**src/rtl/err_inject_pkg.sv**
```systemverilog
package err_inject_pkg;
  localparam int unsigned CTRL_DIS_BIT  = 0;
  localparam int unsigned CTRL_INJ_BIT  = 1;
  localparam int unsigned STAT_FLAG_BIT = 0;
  localparam int unsigned STAT_MASK_BIT = 1;

  typedef enum logic {
    REG_CTRL = 1'b0,
    REG_STAT = 1'b1
  } reg_sel_e;
endpackage

```
**src/rtl/err_inj_port.sv**
```systemverilog
module err_inj_port
  import err_inject_pkg::*;
(
  input  logic       clk_i,
  input  logic       rst_ni,
  input  logic       wr_i,
  input  logic [1:0] wdata_i,
  output logic       dis_o,
  output logic       inj_o,
  output logic       pulse_o
);
  logic dis_q, inj_q, locked_q, pulse_q;
  logic dis_new;

  // disable flag takes the written value only on the first write after reset
  assign dis_new = locked_q ? dis_q : wdata_i[CTRL_DIS_BIT];

  always_ff @(posedge clk_i or negedge rst_ni) begin
    if (!rst_ni) begin
      dis_q    <= 1'b0;
      inj_q    <= 1'b0;
      locked_q <= 1'b0;
      pulse_q  <= 1'b0;
    end else begin
      pulse_q <= 1'b0;
      if (wr_i) begin
        dis_q    <= dis_new;
        inj_q    <= wdata_i[CTRL_INJ_BIT];
        locked_q <= 1'b1;
        pulse_q  <= wdata_i[CTRL_INJ_BIT] & ~inj_q & ~dis_new;
      end
    end
  end

  assign dis_o   = dis_q;
  assign inj_o   = inj_q;
  assign pulse_o = pulse_q;

  p_single_pulse_r2: assert property (@(posedge clk_i) disable iff (!rst_ni)
    pulse_q |=> !pulse_q);
  p_no_pulse_dis_r5: assert property (@(posedge clk_i) disable iff (!rst_ni)
    pulse_q |-> !dis_q);
  p_dis_locked_r6: assert property (@(posedge clk_i) disable iff (!rst_ni)
    locked_q |=> $stable(dis_q));
endmodule

```
**src/rtl/err_stat_bit.sv**
```systemverilog
module err_stat_bit
  import err_inject_pkg::*;
(
  input  logic       clk_i,
  input  logic       rst_ni,
  input  logic       err_i,
  input  logic       wr_i,
  input  logic [1:0] wdata_i,
  output logic       stat_o,
  output logic       mask_o,
  output logic       report_o
);
  logic stat_q, mask_q, clr;

  assign clr = wr_i & wdata_i[STAT_FLAG_BIT];

  always_ff @(posedge clk_i or negedge rst_ni) begin
    if (!rst_ni) begin
      stat_q <= 1'b0;
      mask_q <= 1'b0;
    end else begin
      stat_q <= (stat_q & ~clr) | err_i;  // a new error beats the clear
      if (wr_i) mask_q <= wdata_i[STAT_MASK_BIT];
    end
  end

  assign stat_o   = stat_q;
  assign mask_o   = mask_q;
  assign report_o = stat_q & ~mask_q;

  p_err_sets_r7: assert property (@(posedge clk_i) disable iff (!rst_ni)
    err_i |=> stat_q);
  p_sticky_r7: assert property (@(posedge clk_i) disable iff (!rst_ni)
    (stat_q && !clr) |=> stat_q);
  p_mask_hold_r8: assert property (@(posedge clk_i) disable iff (!rst_ni)
    !wr_i |=> $stable(mask_q));
endmodule

```
**src/rtl/err_inject_ctrl.sv**
```systemverilog
module err_inject_ctrl
  import err_inject_pkg::*;
#(
  parameter int unsigned NUM_PORTS = 4,
  parameter int unsigned ADDR_W    = 3,
  parameter int unsigned DATA_W    = 32
) (
  input  logic                 clk_i,
  input  logic                 rst_ni,
  input  logic [ADDR_W-1:0]    addr_i,
  input  logic                 we_i,
  input  logic [DATA_W-1:0]    wdata_i,
  output logic [DATA_W-1:0]    rdata_o,
  input  logic [NUM_PORTS-1:0] rx_err_i,
  output logic [NUM_PORTS-1:0] err_o,
  output logic [NUM_PORTS-1:0] cor_err_o
);
  localparam int unsigned PORT_W = ADDR_W - 1;

  logic [PORT_W-1:0]    port_sel;
  reg_sel_e             reg_sel;
  logic [NUM_PORTS-1:0] hit, pulse, dis, inj, stat, mask;

  assign port_sel = addr_i[ADDR_W-1:1];
  assign reg_sel  = reg_sel_e'(addr_i[0]);

  for (genvar i = 0; i < NUM_PORTS; i++) begin : g_port
    assign hit[i] = (port_sel == PORT_W'(i));

    err_inj_port u_inj (
      .clk_i   (clk_i),
      .rst_ni  (rst_ni),
      .wr_i    (we_i & hit[i] & (reg_sel == REG_CTRL)),
      .wdata_i (wdata_i[1:0]),
      .dis_o   (dis[i]),
      .inj_o   (inj[i]),
      .pulse_o (pulse[i])
    );

    assign err_o[i] = pulse[i] | rx_err_i[i];

    err_stat_bit u_stat (
      .clk_i    (clk_i),
      .rst_ni   (rst_ni),
      .err_i    (err_o[i]),
      .wr_i     (we_i & hit[i] & (reg_sel == REG_STAT)),
      .wdata_i  (wdata_i[1:0]),
      .stat_o   (stat[i]),
      .mask_o   (mask[i]),
      .report_o (cor_err_o[i])
    );
  end

  always_comb begin
    rdata_o = '0;
    for (int i = 0; i < NUM_PORTS; i++) begin
      if (hit[i]) begin
        if (reg_sel == REG_CTRL) begin
          rdata_o[CTRL_DIS_BIT] = dis[i];
          rdata_o[CTRL_INJ_BIT] = inj[i];
        end else begin
          rdata_o[STAT_FLAG_BIT] = stat[i];
          rdata_o[STAT_MASK_BIT] = mask[i];
        end
      end
    end
  end

  p_rdata_rsvd_r9: assert property (@(posedge clk_i) disable iff (!rst_ni)
    rdata_o[DATA_W-1:2] == '0);
endmodule

```
**config.mk**
```make
export PLATFORM = sky130hd
export DESIGN_NAME = err_inject_ctrl
export DESIGN_NICKNAME = d
export VERILOG_FILES = /design/src/rtl/err_inject_pkg.sv /design/src/rtl/err_inj_port.sv /design/src/rtl/err_stat_bit.sv /design/src/rtl/err_inject_ctrl.sv
export SDC_FILE = /design/constraint.sdc
export NUM_CORES = 1
export LEC_CHECK = 0
export BUFFER_PORTS_ARGS = -buffer_cell sky130_fd_sc_hd__buf_2
export CAP_MARGIN = 10
export CORE_MARGIN = 3
export CORE_UTILIZATION = 44
export CTS_CLUSTER_DIAMETER = 80
export DETAILED_ROUTE_END_ITERATION = 10
export PLACE_DENSITY_LB_ADDON = 0.15
export REMOVE_ABC_BUFFERS = 1
export SETUP_SLACK_MARGIN = 0.02
export SLEW_MARGIN = 15
export SYNTH_ARGS = -nofsm -noshare
export SYNTH_HDL_FRONTEND = slang
export SYNTH_SLANG_ARGS = --single-unit
```
**constraint.sdc**
```tcl
create_clock -name clk_i -period 1.85 [get_ports clk_i]
set_input_delay 0.2775 -clock clk_i [delete_from_list [all_inputs] [get_ports clk_i]]
set_output_delay 0.2775 -clock clk_i [all_outputs]
set_load 0.005 [all_outputs]
```
[Word level (Yosys, flattened, before mapping)]
Cells that the tools add are included.
Cells by class
  shift operators: 0
  magnitude comparators: 0
  $mul: 0
  add/subtract/negate cells: 0
  multiplexer cells: 16
  bitwise operators: 57
  reduce and logical (&&, ||, !) cells: 1
  equality and inequality tests: 3
  divide/modulo/power cells: 0
Operators by type and width (number)
  bitwise AND 1 bit: 32
  inverter 1 bit: 17
  two-way mux 2 bit: 8
  two-way mux 1 bit: 8
  bitwise OR 1 bit: 8
  == test 2 bit, second input constant: 2
  == test 2 x 1 -> 1 bit, second input constant: 1
  logical NOT 2 bit: 1
Word-level totals
  logic and storage cells: 101
  bits in latches: 0
  register bits: 24
  memory bits (writable): 0
  memories: 0
  ROM bits: 0

[Depth between registers and ports, before layout]
Gate-level depths: netlist (run 1).
  word-level depth: 7
  mapped depth: 4
  depth with buffers taken out: 3

[Cells and area by module]
From an unflattened synthesis (run 1), not the netlist that was laid out.
Second synthesis, totals
  cells, all modules: 127
  area, all modules: 1458.9 um^2
Modules (own cells, without submodules)
  err_inj_port: cells an instance 12, area each 168.9 um^2, instances 4, sequential area each 100.1 um^2
  err_inject_ctrl: cells an instance 55, area each 452.9 um^2, instances 1, sequential area each 0.0 um^2
  err_stat_bit: cells an instance 6, area each 82.6 um^2, instances 4, sequential area each 50.0 um^2

[Worst setup path before layout (run 1)]
No wires, ideal clock.
  kind: input to output
  start: in addr_i[0]
  end: out rdata_o[0]
  stages on the path: 3
  setup slack: 0.397 ns
  data required time: 1.572 ns
  arrival: 1.176 ns
  path through: buf_6 -> mux4_1 -> mux2_2
On the way
  cells in the longest elaborated chain, start to end: 5
  elaborated cells on any way between the ends: 8
Ends and longest elaborated chain
  start, declared: RTL line err_inject_ctrl.sv:10  | input logic [ADDR_W-1:0] addr_i,
  two-way mux 2 bit: RTL line err_inject_ctrl.sv:58  | if (reg_sel == REG_CTRL) begin
  two-way mux 2 bit (3 in series): RTL line err_inject_ctrl.sv:57  | if (hit[i]) begin
  two-way mux 2 bit (*): RTL line err_inject_ctrl.sv:57
  end, declared: RTL line err_inject_ctrl.sv:13  | output logic [DATA_W-1:0] rdata_o,
Every way passes the cells marked *; elsewhere a longest branch is shown, timed or not.

[Worst setup path after layout (run 1)]
  start: reg g_port[3].u_stat.stat_q
  end: out rdata_o[0]
On the way
  cells in the longest elaborated chain, start to end: 2
Ends and longest elaborated chain
  start, declared: RTL line err_stat_bit.sv:13  | logic stat_q, mask_q, clr;
  start signal, assigned: RTL line err_stat_bit.sv:22  | stat_q <= (stat_q & ~clr) | err_i;
  two-way mux 2 bit: RTL line err_inject_ctrl.sv:58
  two-way mux 2 bit: RTL line err_inject_ctrl.sv:57
Every way passes these cells.

==> results.yml, run 1 <==
global_routing:
  grt_max_degree: 25
  grtUsageTotal_pct: 13.5
  grt_pass1_wl_mm: 4.26
  grt_pass1_vias: 861
  grtUsageMet2_pct: 20.5
  grt_remaining_overflow: 0
  met3_usage_pct: 2.28
  grt.busiest_layer: "met2"
  met1_usage_pct: 18.8
  antenna_found_initial: 0
clocking:
  clock_sinks: 24
  root_buffer: "clkbuf_4"
  numCtsBuffers: 3
  cts_tree: "yes"
  path_clk_slew_ns: 0.13
  htreeDepth: 1
  insertion_delay_ns: 0.31
  clk_path_buf_depth: 2
sta:
  finalWorstPathRequiredPeriod_ns: 1.86
  clock_skew_ns: 0.000558
  whs_ns: 0.246
  hold_viol: 0
  period_share_pct: 101
  relSlewSlack_pct: 62.9
  rsz0062_at_grt: "yes"
  fmax_ghz: 0.536
  worst_slack_ns: -0.0142
  drv_slew: 0
  worst_pin_slew_ns: 0.556
  setup_viol: 2
  setup_tns_ns: -0.0251
worst_setup_path:
  worstSetupStartpointType: "register"
  setup.worst_path.end_class: "output pin"
  critPathMaxFanout: 3
  timing_worst_setup_path_type: "reg2out"
  cp_data_arrival_time_ns: 1.59
  worstPathRequired_ns: 1.57
finish:
  final_cells: 195
  stdcell_area_um2: 1530
  fin_nets: 195
  area_growth_pct: 3.83
  fin_util_pct: 48.8
  antenna_cells: 0
  multi_input_comb_area_um2: 659
  layout_common_cells: "conb_1 (30), dfrtp_1 (24), buf_2 (19)"
  layout_commonest_cell: "conb_1"
  drive_above_1_share_pct: 38.4
  filler_cell_count: 304
  seqCellArea_um2: 601
place:
  dp_cells: 183
  place_ws_ns: 0.157
  io_buffers: 21
  dpl_cell_area_um2: 1430
  gp_congestion: 0.708
  dp_hpwl_mm: 1.80
floorplan:
  initial_core_util_pct: 47.0
  die_h_um: 63.8
  die_area_um2: 4070
  fp.dieW_um: 63.8
  ios: 82
  core.rowCount: 20
  coreArea_um2: 3130
job:
  cap_violations: 0
drt:
  drt-vias-per-instance: 4.72
  wl_per_cell_um: 13.1
  firstDrtPassIters: 4
  drc_errors: 0
  drt_iter0_drc: 26
  drtAntennaViolNets: 0
  routed_wl_mm: 2.55
  num_vias: 920
power:
  seqPwrFrac_pct: 53.0
  swShare_pct: 27.3
  p_leak_nw: 0.719
  p_per_area_nw_per_um2: 797
  power.switching_mw: 0.332
  peakVddDrop_mv: 0.408
  combPwrFrac_pct: 28.5
  internal-power_mw: 0.884
  total_power_mw: 1.22
  pwr-share-clk_pct: 18.5
min_path:
  hold_class: "in2reg"
outcome:
  violations: "negative setup slack"
  status: "finished, violations left"
synth:
  synth_seq_cells: 24
  netlist_area_um2: 1470
  ys_types: 22
  ys_warn_count: 0
  syn_inst: 131
  seq_area_frac_synth_pct: 40.9
  synth.avg_cell_area_um2: 11.2
[power groups by stage]
| stage | clock network, mW | registers, mW | logic, mW |
|---|---|---|---|
| floorplan | 0 | 0.637 | 0.173 |
| global placement | 0 | 0.654 | 0.256 |
| finish | 0.225 | 0.644 | 0.346 |
| global route | 0.264 | 0.651 | 0.385 |
| CTS | 0.237 | 0.643 | 0.349 |
| detailed placement | 0 | 0.659 | 0.261 |
[cell type report]
type	instances	area share, %
clock buffers	3	1.48
multi-input cells	94	43.2
flip-flops and latches	24	39.4
well taps	44	3.61
repair buffers	30	12.3
[cell usage after synthesis, drive strengths merged]
| master | number | share of area, % |
|---|---|---|
| nand3 | 1 | 0.34 |
| nor2 | 6 | 1.5 |
| nor4 | 1 | 0.43 |
| nand4b | 1 | 0.60 |
| or2 | 7 | 3.0 |
| clkbuf | 1 | 0.26 |
| o31ai | 1 | 0.51 |
| mux4 | 4 | 7.2 |
| o21ai | 3 | 1.0 |
| mux2i | 3 | 2.0 |
| nor3 | 4 | 1.4 |
| buf | 41 | 21 |
| dfrtp | 24 | 41 |
| nor4b | 1 | 0.60 |
| mux2 | 15 | 11 |
| nor2b | 4 | 1.7 |
| conb | 1 | 0.26 |
| nand2b | 8 | 3.4 |
| nand2 | 2 | 0.51 |
| and4b | 3 | 2.0 |
[metal layers]
| metal | vias up | routed length, um |
|---|---|---|
| met1 | 440 | 1040 |
| li1 | 422 | - |
| met2 | 56 | 1220 |
| met3 | 2 | 267 |
| met4 | 0 | 21 |
| met5 | - | 0 |
[path summary, 6_finish.rpt]
| check | endpoint | cells after the start | slack (ns) | from |
|---|---|---|---|---|
| worst max-delay path | rdata_o[0] | 3 | -0.01 | g_port[3].u_stat.stat_o |
| worst min-delay path | g_port[2].u_stat.stat_o | 3 | 0.25 | rx_err_i[2] |
| worst max register to register | g_port[0].u_inj.dis_o | 2 | 0.66 | g_port[0].u_inj.locked_q |
| worst min register to register | g_port[3].u_inj.locked_q | 1 | 0.53 | g_port[3].u_inj.locked_q |
| max in group asynchronous | g_port[1].u_inj.dis_o | 2 | 1.00 | rst_ni |
| min in group asynchronous | g_port[1].u_inj.pulse_o | 2 | 0.47 | rst_ni |
[repair_timing]
item / in CTS / in global routing
hold buffers: 1 / 0
resized for setup: 8 / 0
setup endpoints to repair: 2 / 2
hold endpoints to repair: 24 / 0
buffers inserted: 8 / 0
pin swaps: 0 / 0
[critical path, cell delays in order (launching register included)]
cell     delay [ns]
dfrtp_1        0.42
mux4_2         0.47
mux2_4         0.27
buf_6          0.12
[cells by family (layout without fill, tap and decap cells)]
kind of cell           after synthesis  count (layout)  share of synthesized area, %
buffers and inverters               42              33                          21.1
flip-flops                          24              24                          40.9
AO/OA/AOI/OAI                        4               4                          1.53
other                                1              30                         0.255
multiplexers                        22              22                          20.7
AND/OR/NAND/NOR                     38              38                          15.5
[state kept, by name (all words and copies together) (netlist names)]
signal,cells
g_port.u_inj.pulse_o,4
g_port.u_stat.mask_o,4
g_port.u_stat.stat_o,4
g_port.u_inj.locked_q,4
g_port.u_inj.inj_o,4
g_port.u_inj.dis_o,4
(Power assumes the default switching activity.)
==> run 2: changes to the inputs <==
--- a/config.mk
+++ b/config.mk
@@ -11,6 +11,7 @@
 export CORE_UTILIZATION = 44
 export CTS_CLUSTER_DIAMETER = 80
 export DETAILED_ROUTE_END_ITERATION = 10
+export MAX_ROUTING_LAYER = met4
 export PLACE_DENSITY_LB_ADDON = 0.15
 export REMOVE_ABC_BUFFERS = 1
 export SETUP_SLACK_MARGIN = 0.02
==> results.yml, run 2 (synthesis gave the netlist of run 1 again) <==
worst_setup_path:
  reg2regPathDepth: 2
  timing.critical_path.buf_inv: 1
  cp_cell_sequence: "mux4_2 > mux2_4 > buf_6"
  critPathMaxFanout: 3
  timing_worst_setup_path_type: "reg2out"
  setup.worst_path.end_class: "output pin"
  cp_slowest_cell: "mux4_2"
  r2r-end: "g_port[0].u_inj.dis_o"
  path_delay_family: "multiplexers"
  cp_data_arrival_time_ns: 1.58
  ff2ff_setup_slack_ns: 0.66
  reg2reg_from: "g_port[0].u_inj.locked_q"
  max_stage_delay_ns: 0.47
  worstPathRequired_ns: 1.57
  worstSetupStartpointType: "register"
drt:
  drc_errors: 0
  firstDrtPassIters: 4
  num_vias: 913
  wl_per_cell_um: 13.1
  drtAntennaViolNets: 0
  drt_iter0_drc: 25
  routed_wl_mm: 2.55
  drt-vias-per-instance: 4.68
global_routing:
  grt_remaining_overflow: 0
  grtUsageTotal_pct: 13.9
  grt_pass1_wl_mm: 4.26
  antenna_found_initial: 0
  grt_pass1_vias: 854
  grt_max_degree: 25
power:
  p_per_area_nw_per_um2: 796
  p_leak_nw: 0.719
  peakVddDrop_mv: 0.406
  total_power_mw: 1.21
floorplan:
  coreArea_um2: 3130
  ios: 82
  die_h_um: 63.8
  initial_core_util_pct: 47.0
  die_area_um2: 4070
  core.rowCount: 20
  fp.dieW_um: 63.8
sta:
  drv_slew: 0
  worst_slack_ns: -0.0107
  relSlewSlack_pct: 63.5
  period_share_pct: 101
  fmax_ghz: 0.537
  finalWorstPathRequiredPeriod_ns: 1.86
  rsz0062_at_grt: "yes"
  hold_viol: 0
  setup_viol: 2
  clock_skew_ns: 0.000544
  worst_pin_slew_ns: 0.548
finish:
  fin_util_pct: 48.8
  area_growth_pct: 3.83
  layout_common_cells: "conb_1 (30), dfrtp_1 (24), buf_2 (19)"
  antenna_cells: 0
  fin_nets: 195
  drive_above_1_share_pct: 38.4
  stdcell_area_um2: 1530
  layout_commonest_cell: "conb_1"
clocking:
  clock_sinks: 24
  numCtsBuffers: 3
  htreeDepth: 1
  path_clk_slew_ns: 0.12
  cts_tree: "yes"
  clk_path_buf_depth: 2
  insertion_delay_ns: 0.30
  root_buffer: "clkbuf_4"
min_path:
  hp-start: "rx_err_i[2]"
  hold_path_depth: 3
  whs_endpoint: "g_port[2].u_stat.stat_o"
  hold_class: "in2reg"
outcome:
  status: "finished, violations left"
  violations: "negative setup slack"
place:
  io_buffers: 21
  dpl_cell_area_um2: 1430
  place_ws_ns: 0.157
  dp_hpwl_mm: 1.80
  gp_congestion: 0.716
job:
  cap_violations: 0
run 2: cell counts in the layout (fill, tap and decap cells not counted):
Identical to the previous run, type by type.
run 2: final cells by class:
| type | instances | area [um2] |
|---|---|---|
| fillers | 304 | 1600 |
| multi-input cells | 94 | 659 |
| flip-flops and latches | 24 | 601 |
| repair buffers | 30 | 188 |
| well taps | 44 | 55.1 |
| clock buffers | 3 | 22.5 |
run 2: worst reg2reg max path: cells and delay by family, from the launching register on:
| kind | cells | cell delay, ns |
|---|---|---|
| simple gates | 1 | 0.30 |
| flops | 1 | 0.42 |
| mux | 1 | 0.37 |
run 2: layer usage:
layer / vias up / global-route usage, % / wire length [um]
met4: 0 / 6.47 / 27
met3: 4 / 2.28 / 243
met5: - / - / 0
met2: 51 / 20.4 / 1210
met1: 438 / 19.0 / 1060
li1: 420 / - / -
run 2: report_power, final:
group | total, mW | switching [mW] | internal [mW]
Clock | 0.223 | 0.147 | 0.0760
Combinational | 0.347 | 0.134 | 0.213
Sequential | 0.644 | 0.0501 | 0.594
Total | 1.21 | 0.331 | 0.884
run 2: timing repair:
item                                   4_1_cts  5_1_grt
hold buffers                                 1        0
buffers inserted                             8        0
endpoints found under the hold margin       24        0
gates resized for setup                      8        0
setup endpoints to repair                    2        2
run 2: per-stage QoR:
| step | hold WS [ns] | setup TNS, ns | instances |
|---|---|---|---|
| 6_report | 0.248 | -0.0197 | 195 |
| 3_3_place_gp | 0.287 | 0 | 183 |
| 4_1_cts | 0.238 | -0.0696 | 195 |
| 3_5_place_dp | 0.299 | 0 | 183 |
| 2_1_floorplan | -0.0181 | 0 | 118 |
| 5_1_grt | 0.239 | -0.162 | 195 |
run 2: worst max-delay path by stage:
| stage | startpoint | end | slack [ns] | cells past startpoint |
|---|---|---|---|---|
| detailed placement | addr_i[0] | rdata_o[0] | 0.16 | 4 |
| finish | g_port[3].u_stat.stat_o | rdata_o[0] | -0.01 | 3 |
| floorplan | g_port[2].u_stat.mask_o | rdata_o[1] | 0.46 | 2 |
| global placement | addr_i[0] | rdata_o[1] | 0.15 | 4 |
| global route | g_port[1].u_stat.stat_o | rdata_o[0] | -0.1 | 3 |
| CTS | g_port[1].u_stat.stat_o | rdata_o[0] | -0.04 | 3 |
==> run 3: changes to the inputs <==
--- a/config.mk
+++ b/config.mk
@@ -8,7 +8,7 @@
 export BUFFER_PORTS_ARGS = -buffer_cell sky130_fd_sc_hd__buf_2
 export CAP_MARGIN = 10
 export CORE_MARGIN = 3
-export CORE_UTILIZATION = 44
+export CORE_UTILIZATION = 40
 export CTS_CLUSTER_DIAMETER = 80
 export DETAILED_ROUTE_END_ITERATION = 10
 export MAX_ROUTING_LAYER = met4
==> constraint.sdc (replaced) <==
create_clock -name clk_i -period 1.62 [get_ports clk_i]
set_input_delay 0.243 -clock clk_i [delete_from_list [all_inputs] [get_ports clk_i]]
set_output_delay 0.243 -clock clk_i [all_outputs]
set_load 0.005 [all_outputs]
==> results.yml, run 3 (synthesis gave the netlist of run 1 again) <==
finish:
  drive_above_1_share_pct: 38.8
  filler_cell_count: 344
  layout_commonest_cell: "conb_1"
  fin_util_pct: 45.1
  area_growth_pct: 5.79
  layout_common_cells: "conb_1 (30), dfrtp_1 (24), buf_2 (19)"
  antenna_cells: 0
  fin_nets: 196
sta:
  fmax_ghz: 0.561
  setup_viol: 2
  finalWorstPathRequiredPeriod_ns: 1.78
  worst_slack_ns: -0.163
  hold_viol: 0
  clock_skew_ns: 0.000648
  relSlewSlack_pct: 63.7
  period_share_pct: 110
  worst_pin_slew_ns: 0.545
  drv_slew: 0
  rsz0062_at_grt: "yes"
drt:
  drtAntennaViolNets: 0
  drc_errors: 0
  drt-vias-per-instance: 4.74
  wl_per_cell_um: 13.1
  routed_wl_mm: 2.60
  drt_iter0_drc: 20
  num_vias: 938
  firstDrtPassIters: 6
outcome:
  violations: "negative setup slack"
  status: "finished, violations left"
power:
  total_power_mw: 1.49
  pwr-share-clk_pct: 23.2
  p_leak_nw: 0.733
  peakVddDrop_mv: 0.453
  combPwrFrac_pct: 27.2
  power.switching_mw: 0.392
  internal-power_mw: 1.10
  swShare_pct: 26.3
  seqPwrFrac_pct: 49.6
  p_per_area_nw_per_um2: 958
clocking:
  numCtsBuffers: 3
  htreeDepth: 1
  insertion_delay_ns: 0.26
  cts_tree: "yes"
  clock_sinks: 24
  clk_path_buf_depth: 2
  path_clk_slew_ns: 0.08
  root_buffer: "clkbuf_8"
worst_setup_path:
  worstPathRequired_ns: 1.38
  cp_slowest_cell: "mux4_2"
  cp_cell_sequence: "mux4_2 > mux2_4 > buf_6"
  cp_data_arrival_time_ns: 1.54
  max_stage_delay_ns: 0.47
  setup.worst_path.end_class: "output pin"
  worstSetupStartpointType: "register"
  reg2reg_from: "g_port[0].u_inj.locked_q"
  timing_worst_setup_path_type: "reg2out"
  r2r-end: "g_port[0].u_inj.dis_o"
  reg2regPathDepth: 2
  setup.worst_path.start: "g_port[1].u_stat.stat_o"
  ff2ff_setup_slack_ns: 0.43
  critPathMaxFanout: 3
global_routing:
  grt_pass1_wl_mm: 4.11
  grtUsageTotal_pct: 12.9
  grt_pass1_vias: 806
  antenna_found_initial: 0
  grt_max_degree: 25
  grt_remaining_overflow: 0
floorplan:
  fp.dieW_um: 66.6
  ios: 82
  initial_core_util_pct: 42.7
  coreArea_um2: 3440
  die_area_um2: 4440
  core.rowCount: 21
  die_h_um: 66.6
place:
  dp_hpwl_mm: 1.85
  gp_congestion: 0.742
  place_ws_ns: -0.00290
  io_buffers: 21
min_path:
  hold_path_depth: 3
  hold_class: "in2reg"
  whs_endpoint: "g_port[2].u_stat.stat_o"
  hp-start: "rx_err_i[2]"
job:
  cap_violations: 0
[run 3: cell types whose count changed in the layout (fill, tap and decap cells not counted)]
cell,previous run,this run
clkbuf_4,3,0
buf_4,8,9
clkbuf_8,0,3
[run 3: worst max-delay path: cells and delay by family (launching register included)]
kind	cells	cell delay, ns
flops	1	0.40
buf+inv	1	0.12
mux	2	0.76
[run 3: per-layer routing]
metal	track usage (%)	vias to the layer above	wire, um
met1	17.9	456	1130
met5	-	-	0
li1	-	423	-
met4	3.81	0	12
met2	18.4	57	1180
met3	3.37	2	278
[run 3: area by class of cell]
type                            count  area [um2]  share of cell area, %
Timing Repair Buffer               31         195                   12.6
Clock buffer                        3        41.3                   2.66
Sequential cell                    24         601                   38.6
Multi-Input combinational cell     94         659                   42.4
Tap cell                           46        57.6                   3.70
[run 3: per-stage QoR]
step                      area [um2]  cells  hold slack (ns)  setup TNS, ns
after CTS                       1550    198            0.266         -0.332
after floorplan                 1270    118          -0.0526              0
after global placement          1440    186            0.255              0
final                           1550    198            0.265         -0.308
after detailed placement        1440    186            0.268       -0.00290
after global routing            1550    198            0.267         -0.404
[run 3: worst max path at each step]
| stage | endpoint | slack (ns) | depth (start not counted) |
|---|---|---|---|
| finish | rdata_o[0] | -0.16 | 3 |
| detailed placement | rdata_o[0] | -0.003 | 4 |
| floorplan | rdata_o[1] | 0.26 | 2 |
| global placement | rdata_o[0] | 0.003 | 4 |
| CTS | rdata_o[0] | -0.17 | 3 |
| global route | rdata_o[0] | -0.21 | 3 |
[run 3: power by group through the flow]
| stage | Combinational [mW] | Clock, mW | Sequential [mW] |
|---|---|---|---|
| final | 0.405 | 0.345 | 0.738 |
| after global placement | 0.295 | 0 | 0.748 |
| after CTS | 0.408 | 0.364 | 0.737 |
| after floorplan | 0.197 | 0 | 0.727 |
| after detailed placement | 0.301 | 0 | 0.753 |
| after global routing | 0.449 | 0.386 | 0.749 |
[run 3: what timing repair did]
item,CTS,global route
buffers inserted,8,0
endpoints found under the hold margin,24,0
hold buffers,1,0
endpoints found under the setup margin,2,2
pin swaps,0,0
resized for setup,8,0
